--- src/rtl/pll_calc_pkg.sv ---
package pll_calc_pkg;
    // Default field widths of the divider words
    localparam int WORD_W = 32;
    localparam int MUL_W  = 10;
    localparam int PRE_W  = 6;
    localparam int POST_W = 3;
    localparam int FRAC_W = 16;
    localparam int REF_W  = 32;
    localparam int OUT_W  = 32;
    localparam int DIV_W  = 64;

    // Field positions decoded from the control words
    localparam int MUL_LSB  = 12;
    localparam int PRE_LSB  = 4;
    localparam int POST_LSB = 0;
    localparam int FRAC_LSB = 0;
endpackage

--- src/rtl/pll_field_unpack.sv ---
module pll_field_unpack
    import pll_calc_pkg::*;
#(
    parameter int W_WORD = WORD_W,
    parameter int W_MUL  = MUL_W,
    parameter int W_PRE  = PRE_W,
    parameter int W_POST = POST_W,
    parameter int W_FRAC = FRAC_W
) (
    input  logic [W_WORD-1:0] word0_i,
    input  logic [W_WORD-1:0] word1_i,
    input  logic              int_only_i,
    output logic [W_MUL-1:0]  mul_o,
    output logic [W_PRE-1:0]  pre_o,
    output logic [W_POST-1:0] post_o,
    output logic [W_FRAC-1:0] frac_o
);
    always_comb begin
        mul_o  = word0_i[MUL_LSB  +: W_MUL];
        pre_o  = word0_i[PRE_LSB  +: W_PRE];
        post_o = word0_i[POST_LSB +: W_POST];
        frac_o = int_only_i ? '0 : word1_i[FRAC_LSB +: W_FRAC];
    end
endmodule

--- src/rtl/pll_num_build.sv ---
module pll_num_build
    import pll_calc_pkg::*;
#(
    parameter int W_REF  = REF_W,
    parameter int W_MUL  = MUL_W,
    parameter int W_PRE  = PRE_W,
    parameter int W_POST = POST_W,
    parameter int W_FRAC = FRAC_W,
    parameter int W_DIV  = DIV_W
) (
    input  logic [W_REF-1:0]  ref_i,
    input  logic [W_MUL-1:0]  mul_i,
    input  logic [W_FRAC-1:0] frac_i,
    input  logic [W_PRE-1:0]  pre_i,
    input  logic [W_POST-1:0] post_i,
    output logic [W_DIV-1:0]  dividend_o,
    output logic [W_DIV-1:0]  divisor_o,
    output logic              pre_zero_o
);
    localparam int W_SCALE = W_MUL + W_FRAC;
    localparam int W_PROD  = W_REF + W_SCALE;

    logic [W_SCALE-1:0] scale;
    logic [W_PROD-1:0]  product;

    always_comb begin
        // M*2^FRAC_W + K is the concatenation of both fields
        scale      = {mul_i, frac_i};
        product    = W_PROD'(ref_i) * W_PROD'(scale);
        dividend_o = W_DIV'(product);
        divisor_o  = W_DIV'(pre_i) << (W_FRAC + int'(post_i));
        pre_zero_o = (pre_i == '0);
    end

    initial begin
        assert (W_PROD <= W_DIV) else $error("product wider than divider");
    end
endmodule

--- src/rtl/pll_seq_div.sv ---
module pll_seq_div
    import pll_calc_pkg::*;
#(
    parameter int W_DIV = DIV_W
) (
    input  logic             clk,
    input  logic             rst_n,
    input  logic             start_i,
    input  logic [W_DIV-1:0] dividend_i,
    input  logic [W_DIV-1:0] divisor_i,
    output logic             busy_o,
    output logic             done_o,
    output logic [W_DIV-1:0] quot_o
);
    localparam int W_CNT = $clog2(W_DIV);
    localparam logic [W_CNT-1:0] LAST = W_CNT'(W_DIV - 1);

    typedef struct packed {
        logic             busy;
        logic             done;
        logic [W_CNT-1:0] cnt;
        logic [W_DIV-1:0] num;
        logic [W_DIV-1:0] den;
        logic [W_DIV:0]   rem;
        logic [W_DIV-1:0] quo;
    } div_st_t;

    div_st_t st_d, st_q;
    logic [W_DIV:0] trial;
    logic [W_DIV:0] diff;

    always_comb begin
        st_d      = st_q;
        st_d.done = 1'b0;
        trial     = {st_q.rem[W_DIV-1:0], st_q.num[W_DIV-1]};
        diff      = trial - {1'b0, st_q.den};
        if (st_q.busy) begin
            if (!diff[W_DIV]) begin
                st_d.rem = diff;
                st_d.quo = {st_q.quo[W_DIV-2:0], 1'b1};
            end else begin
                st_d.rem = trial;
                st_d.quo = {st_q.quo[W_DIV-2:0], 1'b0};
            end
            st_d.num = st_q.num << 1;
            st_d.cnt = st_q.cnt + 1'b1;
            if (st_q.cnt == LAST) begin
                st_d.busy = 1'b0;
                st_d.done = 1'b1;
            end
        end else if (start_i) begin
            st_d.busy = 1'b1;
            st_d.cnt  = '0;
            st_d.num  = dividend_i;
            st_d.den  = divisor_i;
            st_d.rem  = '0;
            st_d.quo  = '0;
        end
    end

    always_ff @(posedge clk or negedge rst_n) begin
        if (!rst_n) st_q <= '0;
        else        st_q <= st_d;
    end

    assign busy_o = st_q.busy;
    assign done_o = st_q.done;
    assign quot_o = st_q.quo;

    // a finished division leaves a remainder below the divisor
    a_r1_rem_below_den: assert property (@(posedge clk) disable iff (!rst_n)
        st_q.done |-> (st_q.rem < {1'b0, st_q.den}));

    // a start during a run neither restarts nor stops it early
    a_r8_run_survives_start: assert property (@(posedge clk) disable iff (!rst_n)
        (st_q.busy && start_i && st_q.cnt != LAST) |=> (st_q.busy && st_q.cnt == $past(st_q.cnt) + 1'b1));
endmodule

--- src/rtl/pll_rate_calc.sv ---
module pll_rate_calc
    import pll_calc_pkg::*;
#(
    parameter int W_WORD = WORD_W,
    parameter int W_REF  = REF_W,
    parameter int W_OUT  = OUT_W,
    parameter int W_MUL  = MUL_W,
    parameter int W_PRE  = PRE_W,
    parameter int W_POST = POST_W,
    parameter int W_FRAC = FRAC_W,
    parameter int W_DIV  = DIV_W
) (
    input  logic              clk,
    input  logic              rst_n,
    input  logic              start,
    input  logic              int_only,
    input  logic [W_REF-1:0]  ref_rate,
    input  logic [W_WORD-1:0] div_word0,
    input  logic [W_WORD-1:0] div_word1,
    output logic              busy,
    output logic              done,
    output logic              err,
    output logic [W_OUT-1:0]  rate
);
    typedef struct packed {
        logic             run;
        logic             done;
        logic             err;
        logic [W_OUT-1:0] rate;
    } top_st_t;

    top_st_t st_d, st_q;

    logic [W_MUL-1:0]  mul;
    logic [W_PRE-1:0]  pre;
    logic [W_POST-1:0] post;
    logic [W_FRAC-1:0] frac;
    logic [W_DIV-1:0]  dividend;
    logic [W_DIV-1:0]  divisor;
    logic              pre_zero;
    logic              div_start;
    logic              div_busy;
    logic              div_done;
    logic [W_DIV-1:0]  quot;

    pll_field_unpack #(
        .W_WORD(W_WORD), .W_MUL(W_MUL), .W_PRE(W_PRE),
        .W_POST(W_POST), .W_FRAC(W_FRAC)
    ) i_unpack (
        .word0_i(div_word0), .word1_i(div_word1), .int_only_i(int_only),
        .mul_o(mul), .pre_o(pre), .post_o(post), .frac_o(frac)
    );

    pll_num_build #(
        .W_REF(W_REF), .W_MUL(W_MUL), .W_PRE(W_PRE),
        .W_POST(W_POST), .W_FRAC(W_FRAC), .W_DIV(W_DIV)
    ) i_num (
        .ref_i(ref_rate), .mul_i(mul), .frac_i(frac), .pre_i(pre), .post_i(post),
        .dividend_o(dividend), .divisor_o(divisor), .pre_zero_o(pre_zero)
    );

    assign div_start = start && !st_q.run && !pre_zero;

    pll_seq_div #(.W_DIV(W_DIV)) i_div (
        .clk(clk), .rst_n(rst_n), .start_i(div_start),
        .dividend_i(dividend), .divisor_i(divisor),
        .busy_o(div_busy), .done_o(div_done), .quot_o(quot)
    );

    always_comb begin
        st_d      = st_q;
        st_d.done = 1'b0;
        if (st_q.run) begin
            if (div_done) begin
                st_d.run  = 1'b0;
                st_d.done = 1'b1;
                st_d.err  = 1'b0;
                st_d.rate = quot[W_OUT-1:0];
            end
        end else if (start) begin
            if (pre_zero) begin
                st_d.done = 1'b1;
                st_d.err  = 1'b1;
                st_d.rate = '0;
            end else begin
                st_d.run = 1'b1;
            end
        end
    end

    always_ff @(posedge clk or negedge rst_n) begin
        if (!rst_n) st_q <= '0;
        else        st_q <= st_d;
    end

    assign busy = st_q.run;
    assign done = st_q.done;
    assign err  = st_q.err;
    assign rate = st_q.rate;

    // zero pre-divider answers at once with an error and a zero rate
    a_r7_zero_pre: assert property (@(posedge clk) disable iff (!rst_n)
        (start && !st_q.run && pre_zero) |=> (st_q.done && st_q.err && st_q.rate == '0 && !st_q.run));

    // done is a single-cycle pulse
    a_r6_single_done: assert property (@(posedge clk) disable iff (!rst_n)
        st_q.done |=> !st_q.done);

    // done never overlaps busy
    a_r6_done_idle: assert property (@(posedge clk) disable iff (!rst_n)
        st_q.done |-> !st_q.run);

    // the control run flag and the divider agree while dividing
    a_r6_div_tracks_run: assert property (@(posedge clk) disable iff (!rst_n)
        div_busy |-> st_q.run);

    // idle without start keeps the result
    a_r10_hold: assert property (@(posedge clk) disable iff (!rst_n)
        (!st_q.run && !start) |=> ($stable(st_q.rate) && $stable(st_q.err)));
endmodule

--- config.mk ---
export PLATFORM = sky130hd
export DESIGN_NAME = pll_rate_calc
export DESIGN_NICKNAME = d
export VERILOG_FILES = /design/src/rtl/pll_calc_pkg.sv /design/src/rtl/pll_field_unpack.sv /design/src/rtl/pll_num_build.sv /design/src/rtl/pll_seq_div.sv /design/src/rtl/pll_rate_calc.sv
export SDC_FILE = /design/constraint.sdc
export NUM_CORES = 2
export LEC_CHECK = 0
export ABC_AREA = 1
export BUFFER_PORTS_ARGS = -buffer_cell sky130_fd_sc_hd__buf_2
export CAP_MARGIN = 20
export CORE_ASPECT_RATIO = 0.75
export CORE_MARGIN = 3
export CORE_UTILIZATION = 60
export DETAILED_ROUTE_END_ITERATION = 16
export PLACE_DENSITY = 0.84
export SYNTH_ARGS = -nofsm -noshare
export SYNTH_HDL_FRONTEND = slang
export SYNTH_HIERARCHICAL = 1
export SYNTH_SLANG_ARGS = --single-unit
--- constraint.sdc ---
create_clock -name clk -period 4.9 [get_ports clk]
set_clock_uncertainty 0.05 [all_clocks]
set_input_delay 0.735 -clock clk [delete_from_list [all_inputs] [get_ports clk]]
set_output_delay 0.735 -clock clk [all_outputs]
set_load 0.005 [all_outputs]
==> Word level (Yosys, flattened, before mapping) <==
Cells that the tools add are included.
{ "op_classes": {"add_sub_neg": 3, "n_mul": 1, "eq_ne": 2, "shift": 1, "n_mux": 14, "n_bitwise": 1, "reduce_logical": 10} }
{ "op_table": {"columns": ["cell", "n"], "rows": [
  ["$mux W263", 1],
  ["$mux W128", 2],
  ["$mux W35", 3],
  ["$mux W70", 1],
  ["$sub A65 B64 Y65", 1],
  ["$shl A6 B32 Y64", 1],
  ["$mul A32 B26 Y58", 1],
  ["$mux W34", 1],
  ["$mux W16", 1],
  ["$add A5 B3 Y6 const A", 1],
  ["$add A6 B1 Y6 const B", 1],
  ["$eq A6 B6 Y1 const B", 1],
  ["$logic_not A6 Y1", 1],
  ["$reduce_bool A2 Y1", 3],
  ["$mux W1", 4],
  ["$reduce_and A3 Y1", 1],
  ["$logic_and A1 B1 Y1", 2],
  ["$logic_not A1 Y1", 2],
  ["$mux W2", 1],
  ["$ne A2 B1 Y1 const B", 1],
  ["$reduce_and A2 Y1", 1],
  ["$not A1 Y1", 1]
]} }
{ "word_totals": {"ff_bits": 298, "input_bits": 100} }

==> Longest topological paths before layout <==
{ "depth": {"depth_word": 5, "ltp_mapped": 34, "ltp_nobuf": 32} }

==> By module <==
The synthesis kept the hierarchy.
{ "by_module_without_submodules": {"columns": ["mod", "n_inst", "cells_per_inst", "area_per_inst_um2", "seq_area_each_um2"], "rows": [
  ["pll_num_build", 1, 4167, 29862.4, 0.0],
  ["pll_seq_div", 1, 2665, 17674.5, 6606.3],
  ["pll_rate_calc", 1, 150, 1406.3, 875.8],
  ["pll_field_unpack", 1, 53, 296.5, 0.0]
]} }

==> Worst setup path after synthesis <==
OpenSTA, ideal clock, no wires.
{ "synth_path": {"path_kind": "in2reg", "startpoint": "input port int_only", "endpoint": "register i_div/st_q[235] (netlist bit)", "setup_time_ns": 0.132, "arrival_time_ns": 6.578, "t_required_ns": 4.718, "setup_slack_ns": -1.860, "cell_stages": 29, "n_path_buf": 3, "path_cell_list": "buf_6 -> buf_8 -> nor2_1 -> clkbuf_1 -> nand2_1 -> fa_1 -> inv_1 -> fa_1 -> inv_1 -> fa_1 -> fa_1 -> fa_1 -> inv_1 -> fa_1 -> inv_1 -> fa_1 -> inv_1 -> ha_1 -> nand2_1 -> nor2_1 -> inv_1 -> nor2_2 -> nand3_1 -> nand3_2 -> nand2_1 -> nand3_1 -> nand2_1 -> a22oi_1 -> o21ai_0"} }
{ "synth_between": {"elab_chain_cells": 4} }
{ "synth_lines": {"columns": ["element", "line_no", "text"], "rows": [
  ["start, declared", "pll_rate_calc.sv:16", "input logic int_only,"],
  ["$mux W16", "pll_field_unpack.sv:22", "frac_o = int_only_i ? '0 : word1_i[FRAC_LSB +: W_FRAC];"],
  ["via frac[5]", "pll_rate_calc.sv:37", "logic [W_FRAC-1:0] frac;"],
  ["$mul A32 B26 Y58", "pll_num_build.sv:29", "product = W_PROD'(ref_i) * W_PROD'(scale);"],
  ["via dividend[42]", "pll_rate_calc.sv:38", "logic [W_DIV-1:0] dividend;"],
  ["$mux W263", "pll_seq_div.sv:51", "end else if (start_i) begin"],
  ["$mux W70", "pll_seq_div.sv:37", "if (st_q.busy) begin"],
  ["end signal, assigned", "pll_seq_div.sv:63", "else st_q <= st_d;"],
  ["end, declared", "pll_seq_div.sv:28", "div_st_t st_d, st_q;"]
]} }
The timed path passes the listed nets, and every way through them passes these cells. The select of a mux whose other input is x is not followed.
A chain may end at the register's enable or synchronous reset.

==> Worst setup path after layout <==
{ "layout_path": {"startpoint": "input port int_only", "endpoint": "register i_div/st_q[228] (netlist bit)"} }
Same word-level chain as after synthesis.

==> metrics.md <==
| Metric | Value |
|---|---|
| Status | `finished, violations left` |
| Failing checks | `setup timing` |
| Drt pass-1 iters | `6` |
| Max incr delay on CP | `0.59 ns` |
| Largest net degree at the start of global routing | `129` |
| Die W | `between 300 and 400 µm` |
| Fin. Hold Viols | `0` |
| Clk sinks | `267` |
| Fin. max-slew vios | `0` |
| Worst-path clk slew | `approximately 0.070 ns` |
| Worst Setup End Kind | `register` |
| PortBufs | `105` |
| Share of cells above drive strength 1 | `0.168` |
| Cell Area, Placed | `0.0524 mm²` |
| DR vias | `43540` |
| Rows | `89` |
| CTS Buffer Depth | `3` |
| Worst R2R Setup Slack | `about 1.3 ns` |
| Initial antenna violation count | `1` |
| Final wirelength | `143 mm` |
| Crit path DAT | `about 7.0 ns` |
| Syn Inst Count | `around 7000` |
| Drc violations | `0` |
| Initial Util | `0.607` |
| Die Y | `251 µm` |
| Startpoint Class | `primary input` |
| Dpl ws | `-2.17 ns` |
| First-pass GRT wire length | `between 200 and 250 mm` |
| Worst-case reg-to-reg path depth | `19` |
| Finished Core Util | `0.705` |
| Synth-to-layout area growth | `16.1%` |
| GRT Overall Usage | `0.338` |
| Core area | `0.0788 mm²` |
| Measured slew at the worst slew-check pin | `around 0.9 ns` |
| Worst r2r dst | `i_div/st_q[89]` |
| Final ANT Viol Nets | `0` |
| CTS tree | `done` |
| WL/cell | `17.4 µm` |
| Critical path type | `in -> reg` |
| Crit share post-route | `1.33` |
| Clk Latency, worst-skew pair | `0.57 ns` |
| Worst hold path class | `in -> async` |
| Remaining global-route overflow | `0` |
| RSZ-0062 raised after global routing | `yes` |
| Slowest cell on crit path | `fa_1` |
| DR iter-0 viols | `approximately 4600` |
| Final setup violation count | `50` |
| Routability congestion estimate | `1.01` |
| Synth warn | `6` |
| Tmin final | `approximately 6.5 ns` |
| DP HPWL | `112 mm` |
| Worst r2r src | `i_div/st_q[256]` |
| CTS H-tree lvls | `1` |
| Final Cell Area | `0.0556 mm²` |
| WP data required | `between 5 and 6 ns` |
| Clock root buffer | `clkbuf_16` |
| Max Fclk | `between 150 and 200 MHz` |
| Inserted Clock Buffers | `24` |
| Die ar. | `0.0832 mm²` |
| Vias in the first global route | `43392` |
| CP max FO | `10` |
| DR vias/cell | `5.29` |
| Number of I/O pins | `135` |
| Cell mode on critical path | `fa_1` |
| Rel. slew slack | `0.405` |
| Fin nets | `8239` |
| Syn_area_per_cell | `6.93 µm²` |
| Max Cap Viol | `0` |
| Setup ws final | `-1.62 ns` |
| Synth Cell Area | `0.0479 mm²` |
==> timing repair <==
action,in CTS,in global routing
hold buffers,0,0
gates resized for setup,258,198
cloned,7,1
buffers inserted,55,19
endpoints found under the setup margin,51,51
endpoints found under the hold margin,0,0
pin swaps,164,124
==> stage by stage <==
step / TNS (ns) / hold slack, ns / instances
4_1_cts: -58.70 / 0.195 / 8203
5_1_grt: -73.32 / 0.221 / 8222
3_5_place_dp: -95.52 / 0.411 / 8100
3_3_place_gp: -91.37 / 0.405 / 8100
2_1_floorplan: -59.76 / 0.389 / 6957
6_report: -65.46 / 0.165 / 8223
==> layer usage <==
metal / GRT usage / share of wire
met5: 0 / 0
met4: 0.0807 / 0.031
met3: 0.0799 / 0.12
met2: 0.511 / 0.44
met1: 0.494 / 0.41
==> registers in the layout (all words and copies together) (netlist names) <==
name          count
i_div/st_q      198
busy              1
i_div/busy_o      1
i_div/done_o      1
err               1
i_div/quot_o     32
done              1
rate             32
==> placed cells by master (no fill, tap or decap), types with 6 or more instances in the layout <==
cell       instances
nor3_4             7
nand2_2          166
ha_2               8
buf_6             27
nand2_4           62
o21bai_1           8
buf_12            63
nand3_4           11
o22ai_1           32
ha_4              46
xor2_2            10
nand4_1           34
nand3_1          190
nor2_4            57
nor2_1           156
a22oi_2            7
nand3_2           29
fa_2              43
buf_2             96
a21oi_2           13
a21oi_4            6
inv_1           1822
clkbuf_16         25
xnor2_1           35
inv_2            115
conb_1            57
dfrtp_1          266
o21ai_0           94
nand2_1         2215
ha_1             208
nor3_1            14
a22oi_1           42
xor2_1            19
a21oi_1           64
nor2_2            23
buf_4            342
clkbuf_1           6
fa_1             676
inv_4             11
==> worst max-delay path by stage <==
| stage | slack (ns) | to | startpoint | depth (start not counted) |
|---|---|---|---|---|
| after floorplan | -1.46 | i_div/st_q[245] | int_only | 29 |
| after global placement | -2.09 | i_div/st_q[245] | int_only | 29 |
| after detailed placement | -2.17 | i_div/st_q[233] | int_only | 29 |
| after CTS | -1.37 | i_div/st_q[245] | int_only | 30 |
| after global routing | -1.71 | i_div/st_q[244] | int_only | 31 |
| final | -1.62 | i_div/st_q[228] | int_only | 30 |
==> layout make-up <==
class                      instances  area (µm²)
antenna                            2        5.00
clock buffer                      32         651
clock inverter                    11         148
fill                            5766       23300
inverter                        1949        7340
multi-input combinational       4373       34500
sequential                       267        6690
tap                             1046        1310
timing repair buffer             543        4910
==> critical path, delay by kind of cell <==
family / cells / cell delay (ns)
compound gates: 2 / 0.29
simple gates: 9 / 1.00
fa+ha+maj: 8 / 3.71
xor+xnor: 1 / 0.15
buf+inv: 10 / 1.04
Power is left out: the tool's default activity adds up to more than one toggle a clock period on the data nets, which glitch-free logic cannot reach.
